**src/rtl/ipp_pkg.sv**
```systemverilog
// Shared constants and reset-value function for the indirect PLL register port.
// Assumes a byte-wide host port and at most 64 registers (6-bit index field).
package ipp_pkg;
    localparam int BYTE_W   = 8;
    localparam int IDX_LSB  = 2;   // index field starts above two low bits
    localparam int WE_BIT   = 1;   // write-enable flag position
    localparam int MAX_REGS = 64;

    // Reset value of register i before masking.
    function automatic logic [BYTE_W-1:0] reg_default(input int idx);
        logic [BYTE_W-1:0] prod;
        prod = BYTE_W'(idx * 29);
        return prod ^ 8'hA5;
    endfunction
endpackage

```
**src/rtl/ipp_addr_reg.sv**
```systemverilog
// Address byte holder: keeps the index and write-enable flag written by the host.
// Assumes writes come only through the address port select; bit 0 is never stored.
module ipp_addr_reg
    import ipp_pkg::*;
(
    input  logic              clk,
    input  logic              rst_n,
    input  logic              wr_en,
    input  logic [BYTE_W-1:0] wdata,
    output logic [BYTE_W-1:0] addr_byte
);
    // Purpose: capture bits [7:1] of an address-port write; bit 0 is held at zero.
    always_ff @(posedge clk) begin
        if (!rst_n)
            addr_byte <= '0;
        else if (wr_en)
            addr_byte <= {wdata[BYTE_W-1:1], 1'b0};
    end
endmodule

```
**src/rtl/ipp_reg_bank.sv**
```systemverilog
// Register bank: NUM_REGS masked byte registers with computed reset values.
// Assumes one write per cycle; the whole bank is exposed flat to the read and export logic.
module ipp_reg_bank
    import ipp_pkg::*;
#(
    parameter int                NUM_REGS  = 64,
    parameter logic [BYTE_W-1:0] DATA_MASK = 8'hFF,
    localparam int               IDX_W     = $clog2(NUM_REGS)
)(
    input  logic                               clk,
    input  logic                               rst_n,
    input  logic                               wr_en,
    input  logic [IDX_W-1:0]                   wr_idx,
    input  logic [BYTE_W-1:0]                  wdata,
    output logic [NUM_REGS-1:0][BYTE_W-1:0]    regs
);
    generate
        for (genvar g = 0; g < NUM_REGS; g++) begin : g_reg
            localparam logic [BYTE_W-1:0] RST_VAL = reg_default(g) & DATA_MASK;
            // Purpose: load the reset value, or the masked write data when this entry is addressed.
            always_ff @(posedge clk) begin
                if (!rst_n)
                    regs[g] <= RST_VAL;
                else if (wr_en && (wr_idx == IDX_W'(g)))
                    regs[g] <= wdata & DATA_MASK;
            end
        end
    endgenerate
endmodule

```
**src/rtl/ipp_read_port.sv**
```systemverilog
// Registered read path: returns the address byte or the indexed register one cycle after a read.
// Assumes the bank is presented flat and the index always selects an existing entry.
module ipp_read_port
    import ipp_pkg::*;
#(
    parameter int  NUM_REGS = 64,
    localparam int IDX_W    = $clog2(NUM_REGS)
)(
    input  logic                            clk,
    input  logic                            rst_n,
    input  logic                            rd_req,
    input  logic                            sel_data,
    input  logic [BYTE_W-1:0]               addr_byte,
    input  logic [NUM_REGS-1:0][BYTE_W-1:0] regs,
    output logic [BYTE_W-1:0]               rdata,
    output logic                            rvalid
);
    logic [IDX_W-1:0]  rd_idx;
    logic [BYTE_W-1:0] rd_mux;

    // Purpose: choose the byte to be returned for this request.
    always_comb begin
        rd_idx = addr_byte[IDX_LSB +: IDX_W];
        rd_mux = sel_data ? regs[rd_idx] : addr_byte;
    end

    // Purpose: register the read data and its valid strobe.
    always_ff @(posedge clk) begin
        if (!rst_n) begin
            rdata  <= '0;
            rvalid <= 1'b0;
        end else begin
            rvalid <= rd_req;
            if (rd_req)
                rdata <= rd_mux;
        end
    end
endmodule

```
**src/rtl/ipp_pll_regport.sv**
```systemverilog
// Top level: byte-wide indirect access port to the clock-synthesizer control registers.
// Assumes host_sel picks address (0) or data (1) port; writes to data gated by address bit 1.
module ipp_pll_regport
    import ipp_pkg::*;
#(
    parameter int                NUM_REGS  = 64,
    parameter logic [BYTE_W-1:0] DATA_MASK = 8'hFF,
    parameter int                EXP_BASE  = 0,
    parameter int                NUM_EXP   = 4,
    localparam int               IDX_W     = $clog2(NUM_REGS)
)(
    input  logic                        clk,
    input  logic                        rst_n,
    input  logic                        host_sel,
    input  logic                        host_wr,
    input  logic                        host_rd,
    input  logic [7:0]                  host_wdata,
    output logic [7:0]                  host_rdata,
    output logic                        host_rvalid,
    output logic [NUM_EXP*BYTE_W-1:0]   exp_regs
);
    logic [BYTE_W-1:0]               addr_byte;
    logic [NUM_REGS-1:0][BYTE_W-1:0] regs;
    logic                            addr_wr;
    logic                            bank_wr;

    // Purpose: decode host writes for the two ports.
    always_comb begin
        addr_wr = host_wr && !host_sel;
        bank_wr = host_wr && host_sel && addr_byte[WE_BIT];
    end

    ipp_addr_reg u_addr (
        .clk       (clk),
        .rst_n     (rst_n),
        .wr_en     (addr_wr),
        .wdata     (host_wdata),
        .addr_byte (addr_byte)
    );

    ipp_reg_bank #(.NUM_REGS(NUM_REGS), .DATA_MASK(DATA_MASK)) u_bank (
        .clk    (clk),
        .rst_n  (rst_n),
        .wr_en  (bank_wr),
        .wr_idx (addr_byte[IDX_LSB +: IDX_W]),
        .wdata  (host_wdata),
        .regs   (regs)
    );

    ipp_read_port #(.NUM_REGS(NUM_REGS)) u_rd (
        .clk       (clk),
        .rst_n     (rst_n),
        .rd_req    (host_rd),
        .sel_data  (host_sel),
        .addr_byte (addr_byte),
        .regs      (regs),
        .rdata     (host_rdata),
        .rvalid    (host_rvalid)
    );

    generate
        for (genvar k = 0; k < NUM_EXP; k++) begin : g_exp
            assign exp_regs[k*BYTE_W +: BYTE_W] = regs[EXP_BASE + k];
        end
    endgenerate
endmodule

```
**config.mk**
```make
export PLATFORM = sky130hd
export DESIGN_NAME = ipp_pll_regport
export DESIGN_NICKNAME = d
export VERILOG_FILES = /design/src/rtl/ipp_pkg.sv /design/src/rtl/ipp_addr_reg.sv /design/src/rtl/ipp_reg_bank.sv /design/src/rtl/ipp_read_port.sv /design/src/rtl/ipp_pll_regport.sv
export SDC_FILE = /design/constraint.sdc
export NUM_CORES = 1
export LEC_CHECK = 0
export ABC_AREA = 1
export BUFFER_PORTS_ARGS = -buffer_cell sky130_fd_sc_hd__buf_2
export CAP_MARGIN = 15
export CORE_MARGIN = 2
export CORE_UTILIZATION = 40
export DETAILED_ROUTE_END_ITERATION = 10
export MAX_ROUTING_LAYER = met4
export SYNTH_ARGS = -nofsm -noshare
export SYNTH_HDL_FRONTEND = slang
export SYNTH_SLANG_ARGS = --single-unit
```
**constraint.sdc**
```tcl
create_clock -name clk -period 4.6 [get_ports clk]
set_clock_uncertainty 0.1 [all_clocks]
set_input_delay 0.23 -clock clk [delete_from_list [all_inputs] [get_ports clk]]
set_output_delay 0.23 -clock clk [all_outputs]
set_load 0.01 [all_outputs]
```
Word-level counts from Yosys, hierarchy flattened
Index checks and enable logic that the tools add are counted.
{ "totals": {"reg_bits": 528, "inputBits": 13, "output_inout_bits": 41} }
{ "op_classes": {"order_cmp": 1, "n_eq_ne": 63, "n_mux": 3, "reduce_logical": 69} }
{ "op_table": {"columns": ["op", "count"], "rows": [
  ["$eq 6x6->1 const B", 32],
  ["$eq 6x5->1 const B", 16],
  ["$logic_and 1x1->1", 67],
  ["$bmux 8 s6", 1],
  ["$eq 6x4->1 const B", 8],
  ["$eq 6x3->1 const B", 4],
  ["$mux 8", 2],
  ["$eq 6x2->1 const B", 2],
  ["$lt 6x7->1 const B", 1],
  ["$eq 6x1->1 const B", 1],
  ["$logic_not 6->1", 1],
  ["$logic_not 1->1", 1]
]} }

Longest topological paths before layout
Gate-level depths: netlist of the first run.
{ "depth": {"word_depth": 3, "depth_mapped": 16} }

Hierarchy
A second synthesis of the first run with hierarchy kept.
{ "unflattened": {"cells_unflattened": 3933, "hier_area_um2": 24907.6} }
{ "by_module_without_submodules": {"columns": ["module", "instances", "cells_per_inst", "area_each_um2", "seq_area_each_um2"], "rows": [
  ["ipp_reg_bank", 1, 2690, 19184.6, 10249.8],
  ["ipp_read_port", 1, 1193, 5407.7, 180.2],
  ["ipp_addr_reg", 1, 45, 294.0, 140.1],
  ["ipp_pll_regport", 1, 5, 21.3, 0.0]
]} }

Worst setup path after synthesis of the first run
OpenSTA, ideal clock, no wires.
{ "synth_path": {"kind": "reg2reg", "startpoint": "register u_addr.addr_byte[2]", "endpoint": "register u_rd.rdata[5]", "setup_ps": 123, "arrival_time_ps": 1461, "required_time_ps": 4377, "path_slack_ps": 2916, "stages_incl_launch_ff": 17, "path_cell_list": "dfxtp_1 -> buf_6 -> inv_2 -> buf_4 -> buf_2 -> nand2_1 -> nand2_1 -> nand2_1 -> nand2_1 -> nand2_1 -> nand2_1 -> nor2_1 -> nor2_1 -> nor2_1 -> nand3_1 -> nand2_1 -> a21oi_1"} }
{ "synth_between": {"elab_chain_len": 3} }
{ "synth_rtl": {"columns": ["element", "line_no", "rtl"], "rows": [
  ["from (decl)", "ipp_addr_reg.sv:10", "output logic [BYTE_W-1:0] addr_byte"],
  ["from (signal assigned)", "ipp_addr_reg.sv:17", "addr_byte <= {wdata[BYTE_W-1:1], 1'b0};"],
  ["$bmux 8 s6", "ipp_read_port.sv:24", "rd_mux = sel_data ? regs[rd_idx] : addr_byte;"],
  ["$mux 8 (not written as such)", "ipp_read_port.sv:24", null],
  ["$mux 8", "ipp_read_port.sv:24", null],
  ["to (signal assigned)", "ipp_read_port.sv:35", "rdata <= rd_mux;"],
  ["to (decl)", "ipp_read_port.sv:15", "output logic [BYTE_W-1:0] rdata,"]
]} }
No other way between the ends. The select of a mux whose other input is x is not followed.
A chain may end at the register's enable or synchronous reset.

Worst setup path after layout of the first run
{ "layout_path": {"startpoint": "register u_addr.addr_byte[3]", "endpoint": "register u_bank.regs[51] in the netlist's numbering"} }
{ "layout_between": {"elab_chain_len": 2} }
{ "layout_rtl": {"columns": ["element", "line_no", "rtl"], "rows": [
  ["$eq 6x3->1", "ipp_reg_bank.sv:24", "else if (wr_en && (wr_idx == IDX_W'(g)))"],
  ["$logic_and 1x1->1", "ipp_reg_bank.sv:24", null],
  ["to (signal, indexed assignment)", "ipp_reg_bank.sv:25", "regs[g] <= wdata & DATA_MASK;"],
  ["to (decl)", "ipp_reg_bank.sv:15", "output logic [NUM_REGS-1:0][BYTE_W-1:0] regs"]
]} }
No other way between the ends.

==> results.yml, run 1 <==
outcome:
  status: "finished clean"
worst_hold_path:
  min_to: "u_bank.regs[431]"
  holdPathStages: 2
  hold_path.class: "input port to flop"
  holdCritStartpoint: "rst_n"
critical_path:
  rrSetupSlack_ns: 1.45
  required_ns: 4.96
  endpoint_kind: "flop"
  critPathMaxFanout: 49
  cp-start-kind: "flop"
  cp_cell_sequence: "clkinv_2 > nor2_4 > inv_2 > nor2_1 > inv_2 > nor2_1 > inv_1 > nand2_1 > o211ai_1"
  cp.arrival_ns: 3.51
  rr_worst_depth: 9
  max_stage_delay_ns: 0.83
  crit_slowest_cell: "dfxtp_4"
  reg2reg_to: "u_bank.regs[51]"
  r2r-start: "u_addr.addr_byte[3]"
  critical_path_class: "flop to flop"
die:
  rows: 89
  fp.dieH_um: 248.1
  ios: 54
  die_area_um2: 61580
  die_w_um: 248.1
  initial_core_util_pct: 40.40
  coreArea_um2: 59020
power_and_ir_drop:
  p_leak_nw: 12.21
  p_int_mw: 7.483
  seqPwrFrac_pct: 45.8
  ir_drop_uv: 309.3
  p_comb_share_pct: 8.2
  p_per_area_nw_per_um2: 388.4
  swShare_pct: 25.90
  p_sw_mw: 2.616
  pwr-share-clk_pct: 46.1
synthesis:
  ys_top_cells_by_count: "nand2_1, dfxtp_1, a21oi_1, o21ai_0, o211ai_1"
  synth.top_cell.area_share_pct: 44.33
  synth_edf_count: 0
  ys.flop_type: "dfxtp_1"
  synth_cells: 3380
  postSynthAreaPerCell_um2: 7.054
  synth-seq-area-share_pct: 44.33
  yosys-top-cells-area: "dfxtp_1, nand2_1, o211ai_1"
  synthesis.nets: 3393
  yosysMostFrequentCell: "nand2_1"
  ys_ff_latch: 528
  synthesis.area_um2: 23840
  ys_async_sr_fraction_pct: 0
  synth.distinct_cells: 25
  synth_top_area_cell: "dfxtp_1"
  ys_warn_count: 0
timing:
  relSlewSlack_pct: 25.66
  setup_viol: 0
  final_max_slew_viol_count: 0
  rsz0062_at_grt: "false"
  worst_slew_pin_slew_ns: 1.113
  finalSetupTns_ns: 0
  fmax_ghz: 0.3171
  min_period_over_period_pct: 68.55
  timing.final.ws_setup_ns: 1.447
  finalHoldViolCount: 0
  layout_min_cycle_time_ns: 3.153
placed_design:
  gp_congestion: 0.9314
  dp_hpwl_um: 47640
  portBuffers: 53
  dp_slack_ns: 1.489
clock_tree:
  clockRootBuffer: "clkbuf_16"
  cts_buffer_depth: 3
  cts_max_level: 2
  cts_tree: "built"
  numClockSinks: 528
  clock_latency_ns: 0.62
  cts_buffers: 55
  clk_pin_slew_ns: 0.06
detailed_routing:
  drcViolationCount: 0
  ant_nets: 0
  vias: 21780
  post_drt_wl_per_cell_um: 18.96
  first_pass_iters: 5
  wl_um: 77330
  routed_via_density: 5.340
  first_iter_violations: 1953
finish:
  drive_gt1_share_pct: 9.264
  nets: 3269
  areaGrowthSynthToFinish_pct: 9.042
global_routing:
  antenna_found_initial: 2
  grt_max_degree: 159
  first_global_vias: 19780
  gr-total-overflow: 0
  grt_pass1_wl_um: 120100
  track_usage_pct: 25.65
flow_run:
  drv_cap: 0
==> per-layer routing <==
metal	up-vias	share of wire (%)	global-route usage (%)	routed length (um)
met5	-	0	-	0
met1	10140	46	35.22	35950
met2	684	43	38.38	33580
met3	143	6.9	4.256	5366
li1	10810	-	-	-
met4	0	3.2	8.263	2437
==> layout by cell type, fill, tap and decap left out, drive strengths merged <==
cell type / instances
nand2: 1315
dfxtp: 528
o21ai: 328
a21oi: 286
o211ai: 253
nor2: 166
inv: 162
buf: 88
clkbuf: 85
nand3: 44
nand4: 15
clkinv: 11
dlygate4sd3: 10
bufinv: 4
a22oi: 3
clkinvlp: 3
diode: 2
nor3: 1
o21bai: 1
==> kinds of logic after synthesis <==
group | Yosys count | share of synthesized area (%)
AND/OR/NAND/NOR | 1541 | 26.17
AO/OA/AOI/OAI | 871 | 20.98
buffers and inverters | 440 | 8.522
flip-flops | 528 | 44.33
==> power groups by stage <==
stage | sequential [mW] | combinational, mW | clock (mW)
3_3_place_gp | 4.72 | 0.807 | 0
2_1_floorplan | 4.70 | 0.538 | 0
4_1_cts | 4.62 | 0.815 | 4.70
5_1_grt | 4.62 | 0.892 | 4.89
3_5_place_dp | 4.72 | 0.806 | 0
6_report | 4.62 | 0.827 | 4.65
==> metrics by stage <==
stage / total power [mW] / cells / utilization (%) / area [um^2] / hold WS (ns)
6_report: 10.10 / 4078 / 44.05 / 26000 / 0.08624
5_1_grt: 10.40 / 4078 / 44.05 / 26000 / 0.09741
4_1_cts: 10.14 / 4076 / 44.04 / 25990 / 0.07645
3_5_place_dp: 5.527 / 3962 / 40.68 / 24010 / 0.3615
3_3_place_gp: 5.529 / 3962 / 40.68 / 24010 / 0.3552
2_1_floorplan: 5.237 / 3380 / - / 23840 / 0.2235
==> critical path: cells and delay by family (launching register included) <==
family	cells	cell delay, ns
DFF	1	0.83
buffers and inverters	4	0.67
AOI/OAI and AO/OA	1	0.08
and+or+nand+nor	4	1.31
==> sequential cells by signal, summed over array words and instances, names as in the netlist <==
signal            cells
u_rd.rvalid           1
u_addr.addr_byte      7
u_bank.regs         512
u_rd.rdata            8
==> cell type report <==
| cell class | instances | area [um^2] |
|---|---|---|
| clock inverters | 19 | 221.5 |
| well taps | 773 | 967.2 |
| diodes | 2 | 5.005 |
| clock buffers | 85 | 1660 |
| multi-input cells | 2412 | 11240 |
| fillers | 6091 | 33020 |
| repair buffers | 98 | 713.2 |
| inverters | 161 | 610.6 |
| flip-flops and latches | 528 | 10580 |
==> how the worst max path moves through the flow <==
stage / startpoint / end / slack [ns] / depth (start not counted)
6_report: u_addr.addr_byte[3] / u_bank.regs[51] / 1.45 / 9
5_1_grt: u_addr.addr_byte[3] / u_bank.regs[51] / 1.25 / 9
4_1_cts: u_addr.addr_byte[3] / u_bank.regs[51] / 1.50 / 9
3_5_place_dp: u_addr.addr_byte[3] / u_bank.regs[51] / 1.49 / 9
3_3_place_gp: u_addr.addr_byte[2] / u_rd.rdata[4] / 1.53 / 14
2_1_floorplan: u_addr.addr_byte[2] / u_rd.rdata[5] / 2.92 / 16
==> repair_timing <==
| item | CTS | global route |
|---|---|---|
| hold endpoints to repair | 38 | 0 |
| setup buffers | 0 | 0 |
| gates resized for setup | 0 | 0 |
| hold buffers | 10 | 0 |
Note: power is estimated with default switching activity, not from simulation.
==> run 2, diff against run 1 <==
==> constraint.sdc (replaced) <==
create_clock -name clk -period 3.1 [get_ports clk]
set_clock_uncertainty 0.1 [all_clocks]
set_input_delay 0.155 -clock clk [delete_from_list [all_inputs] [get_ports clk]]
set_output_delay 0.155 -clock clk [all_outputs]
set_load 0.01 [all_outputs]
==> results.yml, run 2 (synthesized netlist as in run 1, its figures left out) <==
outcome:
  status: "finished clean"
timing:
  layout_min_cycle_time_ns: 2.556
  min_period_over_period_pct: 82.45
  setup_viol: 0
  worst_slew_pin_slew_ns: 0.8707
  final_max_slew_viol_count: 0
  finalSetupTns_ns: 0
  rsz0062_at_grt: "false"
  timing.final.ws_setup_ns: 0.5439
  finalHoldViolCount: 0
  fmax_ghz: 0.3912
  relSlewSlack_pct: 41.74
placed_design:
  dp_slack_ns: 0.6344
  place_area_um2: 24380
  dp_hpwl_um: 49120
  numPlacedInstances: 3986
  portBuffers: 53
  gp_congestion: 0.9489
power_and_ir_drop:
  seqPwrFrac_pct: 45.0
  p_int_mw: 11.31
  swShare_pct: 25.46
  p_sw_mw: 3.862
  p_per_area_nw_per_um2: 574.4
  p_comb_share_pct: 8.6
  total_power_mw: 15.17
  ir_drop_uv: 388.3
  p_leak_nw: 12.44
  pwr-share-clk_pct: 46.3
detailed_routing:
  ant_nets: 0
  post_drt_wl_per_cell_um: 18.97
  met2_length_um: 34230
  first_iter_violations: 2192
  routed_via_density: 5.326
  highest_layer: "met4"
  vias: 21820
  wl_um: 77700
  wl_met3_um: 5243
  wl_met1_um: 35910
  drcViolationCount: 0
  first_pass_iters: 6
clock_tree:
  cts_max_level: 2
  clock_latency_ns: 0.62
  cts_buffers: 55
  cts_tree: "built"
  clk_pin_slew_ns: 0.07
  clockRootBuffer: "clkbuf_16"
  numClockSinks: 528
  post-cts-setup-buffer-count: 0
  cts_buffer_depth: 3
critical_path:
  critical_path_class: "flop to flop"
  crit_buf_inv: 4
  required_ns: 3.47
  cp_top_family: "simple AND/OR/NAND/NOR gates"
  cp_cell_sequence: "clkinv_2 > nor2_4 > inv_2 > nor2_1 > inv_2 > nor2_1 > inv_1 > nand2_1 > o211ai_1"
  critPathMaxFanout: 12
  rrSetupSlack_ns: 0.54
  cp-start-kind: "flop"
  crit_slowest_cell: "nor2_1"
  cp.arrival_ns: 2.93
  max_stage_delay_ns: 0.68
  endpoint_kind: "flop"
global_routing:
  gr-total-overflow: 0
  grt_max_degree: 120
  grt_pass1_wl_um: 120500
  antenna_found_initial: 0
  first_global_vias: 20150
  track_usage_pct: 25.84
finish:
  insertedDiodeCount: 0
  finalNonFillerCells: 4097
  final_common_cell: "nand2_1"
  drive_gt1_share_pct: 9.958
  largest_register_ffs: 512
  areaGrowthSynthToFinish_pct: 10.75
  nets: 3294
  largestRegisters: "u_bank.regs x512, u_rd.rdata x8, u_addr.addr_byte x7"
  seqCellArea_um2: 10580
  final_area_um2: 26410
  multiInputGateArea_um2: 11240
  fillers: 6123
  layout_common_cells: "nand2_1, dfxtp_1, a21oi_1, o21ai_0, o211ai_1"
  largest_register: "u_bank.regs"
die:
  die_area_um2: 61580
  coreArea_um2: 59020
  initial_core_util_pct: 40.40
  die_w_um: 248.1
  rows: 89
  ios: 54
  fp.dieH_um: 248.1
worst_hold_path:
  hold_path.class: "input port to flop"
flow_run:
  drv_cap: 0
-- run 2: final cells by class --
cell class,instances,area share (%)
clock buffer,81,6.269
inverter,161,2.312
multi-input combinational,2412,42.58
tap,773,3.663
clock inverter,19,0.9856
timing repair buffer,123,4.132
sequential,528,40.06
-- run 2: metrics by stage --
step | hold WS, ns | util (%)
global route | 0.03671 | 44.74
floorplan | 0.1485 | -
CTS | 0.007898 | 44.74
detailed placement | 0.3614 | 41.31
global placement | 0.3552 | 41.31
finish | 0.03326 | 44.74
-- run 2: power groups by stage --
| stage | combinational, mW | clock [mW] | sequential (mW) |
|---|---|---|---|
| after floorplan | 0.798 | 0 | 6.97 |
| after global placement | 1.27 | 0 | 6.98 |
| after detailed placement | 1.27 | 0 | 6.98 |
| after CTS | 1.29 | 7.10 | 6.83 |
| after global routing | 1.41 | 7.37 | 6.83 |
| final | 1.31 | 7.03 | 6.83 |
-- run 2: tightest hold or removal path: cells and delay by family --
family	cells	cell delay (ns)
compound gates	1	0.07
buf+inv	2	0.35
simple gates	1	0.11
-- run 2: timing repair --
action                                 CTS  global route
hold buffers                            11             0
setup endpoints to repair                0             0
gates resized for setup                  0             0
endpoints found under the hold margin  122             0
-- run 2: worst paths after layout --
kind | endpoint | startpoint | cells past startpoint
worst min register to register | u_bank.regs[276] | u_bank.regs[276] | 2
worst max-delay path | u_bank.regs[48] | u_addr.addr_byte[3] | 9
worst max register to register | u_bank.regs[48] | u_addr.addr_byte[3] | 9
worst min-delay path | u_bank.regs[256] | host_wdata[0] | 4
-- run 2: routing by layer --
metal / track usage [%] / vias up
met4: 7.791 / 0
met2: 39.04 / 712
li1: - / 10840
met1: 35.57 / 10120
met5: - / -
met3: 4.019 / 142
